===== src/rtl/fprf_pkg.sv =====
package fprf_pkg;
  localparam int unsigned TAG_W  = 4;
  localparam int unsigned DATA_W = 64;

  typedef logic [TAG_W-1:0]  tag_t;
  typedef logic [DATA_W-1:0] data_t;

  typedef struct packed {
    logic  busy;
    tag_t  tag;
    data_t value;
  } slot_t;

  localparam tag_t NO_TAG = '0;
endpackage


===== src/rtl/fprf_rst_sync.sv =====
module fprf_rst_sync #(
  parameter int unsigned STAGES = 2
) (
  input  logic clk,
  input  logic rst_n_async,
  output logic rst_n_sync
);
  logic [STAGES-1:0] chain_q;

  always_ff @(posedge clk or negedge rst_n_async) begin
    if (!rst_n_async) chain_q <= '0;
    else              chain_q <= {chain_q[STAGES-2:0], 1'b1};
  end

  assign rst_n_sync = chain_q[STAGES-1];
endmodule


===== src/rtl/fprf_slot.sv =====
module fprf_slot
  import fprf_pkg::*;
(
  input  logic  clk,
  input  logic  rst_n,
  input  logic  wr_en,
  input  tag_t  wr_tag,
  input  logic  bc_fire,
  input  tag_t  bc_tag,
  input  data_t bc_data,
  output slot_t q
);
  slot_t d;
  logic  hit;
  logic  en;

  always_comb begin
    hit = q.busy && bc_fire && (bc_tag == q.tag);
    d   = q;
    if (hit) begin
      d.value = bc_data;
      d.busy  = 1'b0;
      d.tag   = NO_TAG;
    end
    if (wr_en) begin
      d.busy = 1'b1;
      d.tag  = wr_tag;
    end
    en = hit || wr_en;
  end

  always_ff @(posedge clk or negedge rst_n) begin
    if (!rst_n)  q <= '0;
    else if (en) q <= d;
  end

  AST_RENAME_TAKES: assert property (@(posedge clk) disable iff (!rst_n)
    wr_en |=> (q.busy && q.tag == $past(wr_tag)));

  AST_MATCH_LANDS: assert property (@(posedge clk) disable iff (!rst_n)
    (q.busy && bc_fire && bc_tag == q.tag && !wr_en) |=>
      (!q.busy && q.value == $past(bc_data)));

  AST_STALE_IGNORED: assert property (@(posedge clk) disable iff (!rst_n)
    (q.busy && !(bc_fire && bc_tag == q.tag) && !wr_en) |=>
      (q.busy && $stable(q.tag)));

  AST_NEW_TAG_WINS: assert property (@(posedge clk) disable iff (!rst_n)
    (wr_en && q.busy && bc_fire && bc_tag == q.tag) |=> q.busy);

  AST_IDLE_UNTOUCHED: assert property (@(posedge clk) disable iff (!rst_n)
    (!q.busy && !wr_en) |=> (!q.busy && $stable(q.value)));
endmodule


===== src/rtl/fprf_read_port.sv =====
module fprf_read_port
  import fprf_pkg::*;
#(
  parameter int unsigned NUM_REGS = 4,
  localparam int unsigned IDX_W = $clog2(NUM_REGS)
) (
  input  slot_t [NUM_REGS-1:0] slots,
  input  logic  [IDX_W-1:0]    idx,
  input  logic                 bc_fire,
  input  tag_t                 bc_tag,
  input  data_t                bc_data,
  output logic                 ready,
  output tag_t                 tag,
  output data_t                data
);
  slot_t sel;

  always_comb begin
    sel = slots[idx];
    if (!sel.busy) begin
      ready = 1'b1;
      tag   = NO_TAG;
      data  = sel.value;
    end else if (bc_fire && bc_tag == sel.tag) begin
      ready = 1'b1;
      tag   = NO_TAG;
      data  = bc_data;
    end else begin
      ready = 1'b0;
      tag   = sel.tag;
      data  = '0;
    end
  end

  always_comb begin
    if (ready) AST_READY_HAS_NO_TAG: assert (tag == NO_TAG);
  end
endmodule


===== src/rtl/fp_rename_regfile.sv =====
module fp_rename_regfile
  import fprf_pkg::*;
#(
  parameter int unsigned NUM_REGS = 4,
  localparam int unsigned IDX_W = $clog2(NUM_REGS)
) (
  input  logic             clk,
  input  logic             rst_n,
  input  logic [IDX_W-1:0] src_a_idx,
  input  logic [IDX_W-1:0] src_b_idx,
  input  logic             dst_we,
  input  logic [IDX_W-1:0] dst_idx,
  input  logic [TAG_W-1:0] dst_tag,
  input  logic             bc_valid,
  input  logic [TAG_W-1:0] bc_tag,
  input  logic [DATA_W-1:0] bc_data,
  output logic             a_ready,
  output logic [TAG_W-1:0] a_tag,
  output logic [DATA_W-1:0] a_data,
  output logic             b_ready,
  output logic [TAG_W-1:0] b_tag,
  output logic [DATA_W-1:0] b_data
);
  logic                 rst_n_int;
  logic                 bc_fire;
  logic                 wr_ok;
  slot_t [NUM_REGS-1:0] slots;

  fprf_rst_sync #(.STAGES(2)) u_rst (
    .clk         (clk),
    .rst_n_async (rst_n),
    .rst_n_sync  (rst_n_int)
  );

  assign bc_fire = bc_valid && (bc_tag != NO_TAG);
  assign wr_ok   = dst_we && (dst_tag != NO_TAG);

  for (genvar g = 0; g < NUM_REGS; g++) begin : g_slot
    logic sel_wr;
    assign sel_wr = wr_ok && (dst_idx == IDX_W'(g));
    fprf_slot u_slot (
      .clk     (clk),
      .rst_n   (rst_n_int),
      .wr_en   (sel_wr),
      .wr_tag  (dst_tag),
      .bc_fire (bc_fire),
      .bc_tag  (bc_tag),
      .bc_data (bc_data),
      .q       (slots[g])
    );
  end

  fprf_read_port #(.NUM_REGS(NUM_REGS)) u_rd_a (
    .slots   (slots),
    .idx     (src_a_idx),
    .bc_fire (bc_fire),
    .bc_tag  (bc_tag),
    .bc_data (bc_data),
    .ready   (a_ready),
    .tag     (a_tag),
    .data    (a_data)
  );

  fprf_read_port #(.NUM_REGS(NUM_REGS)) u_rd_b (
    .slots   (slots),
    .idx     (src_b_idx),
    .bc_fire (bc_fire),
    .bc_tag  (bc_tag),
    .bc_data (bc_data),
    .ready   (b_ready),
    .tag     (b_tag),
    .data    (b_data)
  );

  AST_SAME_INDEX_AGREES: assert property (@(posedge clk) disable iff (!rst_n_int)
    (src_a_idx == src_b_idx) |-> (a_ready == b_ready && a_tag == b_tag && a_data == b_data));
endmodule


===== config.mk =====
export PLATFORM = sky130hd
export DESIGN_NAME = fp_rename_regfile
export DESIGN_NICKNAME = d
export VERILOG_FILES = /design/src/rtl/fprf_pkg.sv /design/src/rtl/fprf_rst_sync.sv /design/src/rtl/fprf_slot.sv /design/src/rtl/fprf_read_port.sv /design/src/rtl/fp_rename_regfile.sv
export SDC_FILE = /design/constraint.sdc
export NUM_CORES = 1
export LEC_CHECK = 0
export BUFFER_PORTS_ARGS = -buffer_cell sky130_fd_sc_hd__buf_2
export CAP_MARGIN = 10
export CORE_AREA = 2 2 194 196
export CTS_CLUSTER_DIAMETER = 150
export DETAILED_ROUTE_END_ITERATION = 8
export DIE_AREA = 0 0 196 198
export PLACE_DENSITY = 0.68
export SLEW_MARGIN = 15
export SYNTH_ARGS = -nofsm -noshare
export SYNTH_HDL_FRONTEND = slang
export SYNTH_SLANG_ARGS = --single-unit
export TNS_END_PERCENT = 50

===== constraint.sdc =====
create_clock -name clk -period 18.55 [get_ports clk]
set_input_delay 0.9275 -clock clk [delete_from_list [all_inputs] [get_ports clk]]
set_output_delay 0.9275 -clock clk [all_outputs]
set_load 0.03 [all_outputs]

Word level (Yosys, flattened, before mapping)
Index checks and enable logic that the tools add are counted.
Word-level totals
  bits in registers: 278
  bits in latches: 0
  memory bits (writable): 0
  memory bits (read-only): 0
  bits of input ports: 82
  output and inout bits: 138
  word-level logic and storage cells: 83
  memories kept: 0
Cells by class
  add/subtract/negate cells: 0
  multiply operators: 0
  divide/modulo/power cells: 0
  magnitude comparators: 2
  equality and inequality tests: 9
  shift-type cells: 0
  mux-type cells: 24
  bitwise gates (word level): 0
  reductions and logical operators: 35
Operator list (count)
  $mux 69: 6
  $bmux 69 s2: 2
  $mux 64: 4
  $eq 4x4->1: 6
  $mux 5: 4
  $logic_and 1x1->1: 16
  $mux 4: 4
  $reduce_and 2->1: 8
  $reduce_bool 2->1: 4
  $reduce_bool 4->1: 2
  $lt 2x3->1 const B: 2
  $eq 2x2->1 const B: 2
  $logic_or 1x1->1: 4
  $mux 1: 4
  $eq 2x1->1 const B: 1
  $logic_not 2->1: 1

Logic depth before layout (Yosys ltp)
  word-level depth: 6
  gate-level depth with buffers: 7
  mapped depth without buffers: 4

Modules after synthesis
Synthesis repeated with hierarchy kept, for this count alone.
Unflattened totals
  cell total of the unflattened synthesis: 1272
  area, all modules: 16319.4 µm²
By module, submodules not included
  fprf_slot: times used 4, cells an instance 156, area an instance 2687.6 µm²
  fprf_read_port: times used 2, cells an instance 319, area an instance 2723.9 µm²
  fp_rename_regfile: times used 1, cells an instance 7, area an instance 67.6 µm²
  fprf_rst_sync: times used 1, cells an instance 3, area an instance 53.8 µm²

Worst setup path before layout
No wires, ideal clock.
  path type: input port to output port
  from: input src_a_idx[0]
  to: output a_data[46]
  arrival time: 3119 ps
  data required time: 17622 ps
  setup slack: 14503 ps
  stages on the path: 7
  buffers on the path: 3
  cell sequence: buf_2 mux4_2 xnor2_1 o2111ai_2 buf_4 buf_6 o31ai_1
On the way
  cells in the longest elaborated chain, start to end: 6
Ends and longest elaborated chain
  start: declaration: RTL line fp_rename_regfile.sv:9  | input logic [IDX_W-1:0] src_a_idx,
  $bmux 69 s2 (*): RTL line fprf_read_port.sv:19  | sel = slots[idx];
  $mux 69 (not written as such) (*): RTL line fprf_read_port.sv:19
  $eq 4x4->1: RTL line fprf_read_port.sv:24  | end else if (bc_fire && bc_tag == sel.tag) begin
  $logic_and 1x1->1: RTL line fprf_read_port.sv:24
  $mux 64: RTL line fprf_read_port.sv:24
  $mux 64 (*): RTL line fprf_read_port.sv:20  | if (!sel.busy) begin
  end: declaration: RTL line fp_rename_regfile.sv:19  | output logic [DATA_W-1:0] a_data,
Every way passes the cells marked *; elsewhere a longest branch is shown, timed or not. The select of a mux whose other input is x is not followed.

Worst setup path in the final report
  from: input src_b_idx[0]
  to: output b_data[26]
On the way
  cells in the longest elaborated chain, start to end: 6
Ends and longest elaborated chain
  start: declaration: RTL line fp_rename_regfile.sv:10  | input logic [IDX_W-1:0] src_b_idx,
  $bmux 69 s2 (*): RTL line fprf_read_port.sv:19
  $mux 69 (not written as such) (*): RTL line fprf_read_port.sv:19
  $eq 4x4->1: RTL line fprf_read_port.sv:24
  $logic_and 1x1->1: RTL line fprf_read_port.sv:24
  $mux 64: RTL line fprf_read_port.sv:24
  $mux 64 (*): RTL line fprf_read_port.sv:20
  end: declaration: RTL line fp_rename_regfile.sv:22  | output logic [DATA_W-1:0] b_data
Marked as above.

==> out/results.tsv <==
stage	metric	value	unit
run_status	status	finished clean	
setup_path	critPathSlowestCell	o2111ai_4	
power	internal_power	1.84	mW
floorplanning	pin_count	220	
floorplanning	dieArea	38800	µm²
routing	firstDrtPassIters	5	
setup_path	crit_type	input port to output pin	
logic_synthesis	ys_seq_elements	278	
routing	vias	11000	
routing	wl_per_cell	22.1	µm
setup_path	path_max_fanout	40	
logic_synthesis	yosysWarnings	0	
cts	post_cts_buffers	0	
cts	cts_resized	0	
setup_path	cp.required	17.62	ns
sta	fin_tns_setup	0	ns
cts	insertion_delay	0.55	ns
grt	grt_pass1_wl	64700	µm
logic_synthesis	yosysUniqueCellTypes	31	
grt	grt_antenna_before_repair	1	
sta	period_needed	5.08	ns
placed_design	dp_cells	1817	
power	p_seq_share	37.6	%
final_layout	syn_to_final_growth	15.2	%
setup_path	startpoint_type	input port	
setup_path	crit_path_cell_trace	buf_4 > mux4_2 > and3_1 > o2111ai_4 > buf_4 > o31ai_1 > buf_2	
floorplanning	die-width	196	µm
power	p_leak	8.12	nW
sta	slew_violations	0	
cts	postCtsHoldBufs	0	
logic_synthesis	synth_nets	1296	
floorplanning	core	37000	µm²
cts	clk_pin_slew_worst_paths	0.06	ns
grt	gr-max-usage-layer	met2	
sta	skew	0.0227	ns
cts	cts.sinks	278	
floorplanning	die_h	198	µm
power	pwr-share-comb	40.9	%
cts	numCtsBuffers	31	
power	p_per_area	156	nW/µm²
final_layout	final_common_cell	dfrtp_1	
sta	tightest_slew	1.22	ns
logic_synthesis	postSynthAreaPerCell	13.2	µm²
final_layout	drive_gt1_share	50.5	%
floorplanning	rows	71	
logic_synthesis	netlist_instances	1214	
grt	grt.total_usage	21.4	%
floorplanning	start_util	43.4	%
routing	drc_errors	0	
routing	drt_iter0_drc	718	
sta	hold_viol_final	0	
grt	grt_start_max_net_pins	91	
sta	fmax	0.197	GHz
power	ir_drop	75.2	µV
setup_path	cpMostUsedCell	buf_4	
sta	finalSetupViolCount	0	
grt	grt-ovfl-total	0	
final_layout	fin_nets	1458	
sta	period_share	27.4	%
final_layout	fillCellCount	3212	
worst_hold_path	hp-class	input port to async pin	
sta	rsz0062_at_grt	false	
final_layout	most-common-layout-cells	dfrtp_1, mux2_2, buf_2	
cts	root_buffer	clkbuf_16	
logic_synthesis	yosysSeqAreaShare	43.4	%
cts	cts_buffer_depth	3	
final_layout	stdcell_count	1873	
sta	max_slew_margin	18.6	%
setup_path	cp_slowest_stage_delay	0.84	ns
placed_design	io_buffers	219	
run	cap_violations	0	
final_layout	multiInputGateArea	8320	µm²
power	clkPwrFrac	21.5	%
cts	cts_tree	yes	
final_layout	utilization	50.0	%
routing	wirelength	41400	µm
cts	ctsHtreeMaxLevel	1	
logic_synthesis	syn-cell-area	16000	µm²
routing	vias_per_cell	5.88	
grt	met3_usage	2.86	%
power	power.share.switching	36.2	%
placed_design	dp.final_hpwl	26200	µm
placed_design	routabilityCongestion	0.781	
routing	ant_nets	0	
final_layout	seq_area	6960	µm²
power	p_switching	1.04	mW
grt	gr-usage-met1	29.1	%
grt	gr-usage-met2	36.9	%
setup_path	critPathArrivalTime	4.16	ns
grt	grt_pass1_vias	11400	
setup_path	worstSetupEndpointType	output pin	
final_layout	antenna_cells	0	
## Yosys cell counts
cell	n	area [µm²]
buf_4	3	22.5
o2111ai_1	2	17.5
mux2_1	5	56.3
o31ai_1	126	946
xnor2_1	16	140
o2111ai_2	2	30.0
o21bai_1	4	30.0
conb_1	1	3.75
and3_1	3	18.8
nor4_2	4	50.1
buf_6	2	22.5
xnor2_2	2	32.5
dfrtp_1	278	6960
nor3_2	2	20.0
clkbuf_1	41	154
nand3_1	4	20.0
o31ai_2	18	225
buf_1	9	33.8
buf_2	55	275
nand2_1	140	526
mux4_2	138	3110
mux2_2	251	2830
nor3b_1	2	15.0
o41ai_4	1	27.5
nand2b_1	2	12.5
inv_1	85	319
xor2_1	4	35.0
nand4_1	4	25.0
and3b_1	8	70.1
o41ai_1	1	8.76
nor3_1	1	5.00
## through the flow
step                      hold WS [ns]  power (mW)  setup slack (ns)  instance area, µm²
after floorplan                  0.331        1.97             10.23               16000
after global placement           0.341        2.23             13.55               17400
after detailed placement         0.346        2.28             13.42               17400
after CTS                        0.122        2.91             13.41               18500
after global routing             0.128        3.05             13.26               18500
final                            0.149        2.88             13.47               18500
## cell families after synthesis
kind of cell,Yosys count,synth area share (%)
DFF,278,43.4
xor gates and xnor gates,22,1.30
buffers and inverters,195,5.16
AOI/OAI and AO/OA,154,8.01
other,1,0.0234
and+or+nand+nor,170,4.75
muxes,394,37.4
## routing by layer
| layer | part of all wire [%] | vias to the layer above |
|---|---|---|
| met5 | 0.017 | - |
| met4 | 1.7 | 2 |
| met3 | 4.6 | 51 |
| met2 | 50 | 289 |
| met1 | 44 | 5796 |
| li1 | - | 4866 |
## power by group through the flow
stage                     combinational, mW  sequential [mW]  clock [mW]
final                                  1.18             1.08       0.619
after floorplan                       0.935             1.03           0
after CTS                              1.19             1.08       0.633
after detailed placement               1.19             1.10           0
after global placement                 1.16             1.07           0
after global routing                   1.26             1.13       0.659
## area by class of cell
class	count	share of cell area, %
tap	474	3.21
multi-input combinational	741	45.0
inverter	85	1.73
sequential	278	37.7
clock inverter	9	0.670
timing repair buffer	239	6.80
clock buffer	47	4.90
## critical path: cells and delay by family
| family | cells | cell delay (ns) |
|---|---|---|
| buf+inv | 3 | 1.28 |
| mux | 1 | 0.64 |
| compound gates | 2 | 0.97 |
| simple gates | 1 | 0.25 |
## registers in the layout, summed over array words and instances (netlist names)
signal	cells
u_rst.chain_q	2
g_slot.u_slot.q	276
## final timing paths
| check | startpoint | to | slack (ns) | depth (start not counted) |
|---|---|---|---|---|
| max in group asynchronous | u_rst.chain_q[1] | g_slot[0].u_slot.q[30] | 15.88 | 2 |
| max | src_b_idx[0] | b_data[26] | 13.47 | 7 |
| min reg2reg | u_rst.chain_q[0] | u_rst.chain_q[1] | 0.35 | 0 |
| min | rst_n | u_rst.chain_q[1] | 0.15 | 1 |
| max reg2reg | u_rst.chain_q[1] | g_slot[0].u_slot.q[30] | 15.88 | 2 |
| min in group clk | u_rst.chain_q[0] | u_rst.chain_q[1] | 0.35 | 0 |
Note: power is estimated with default switching activity, not from simulation.
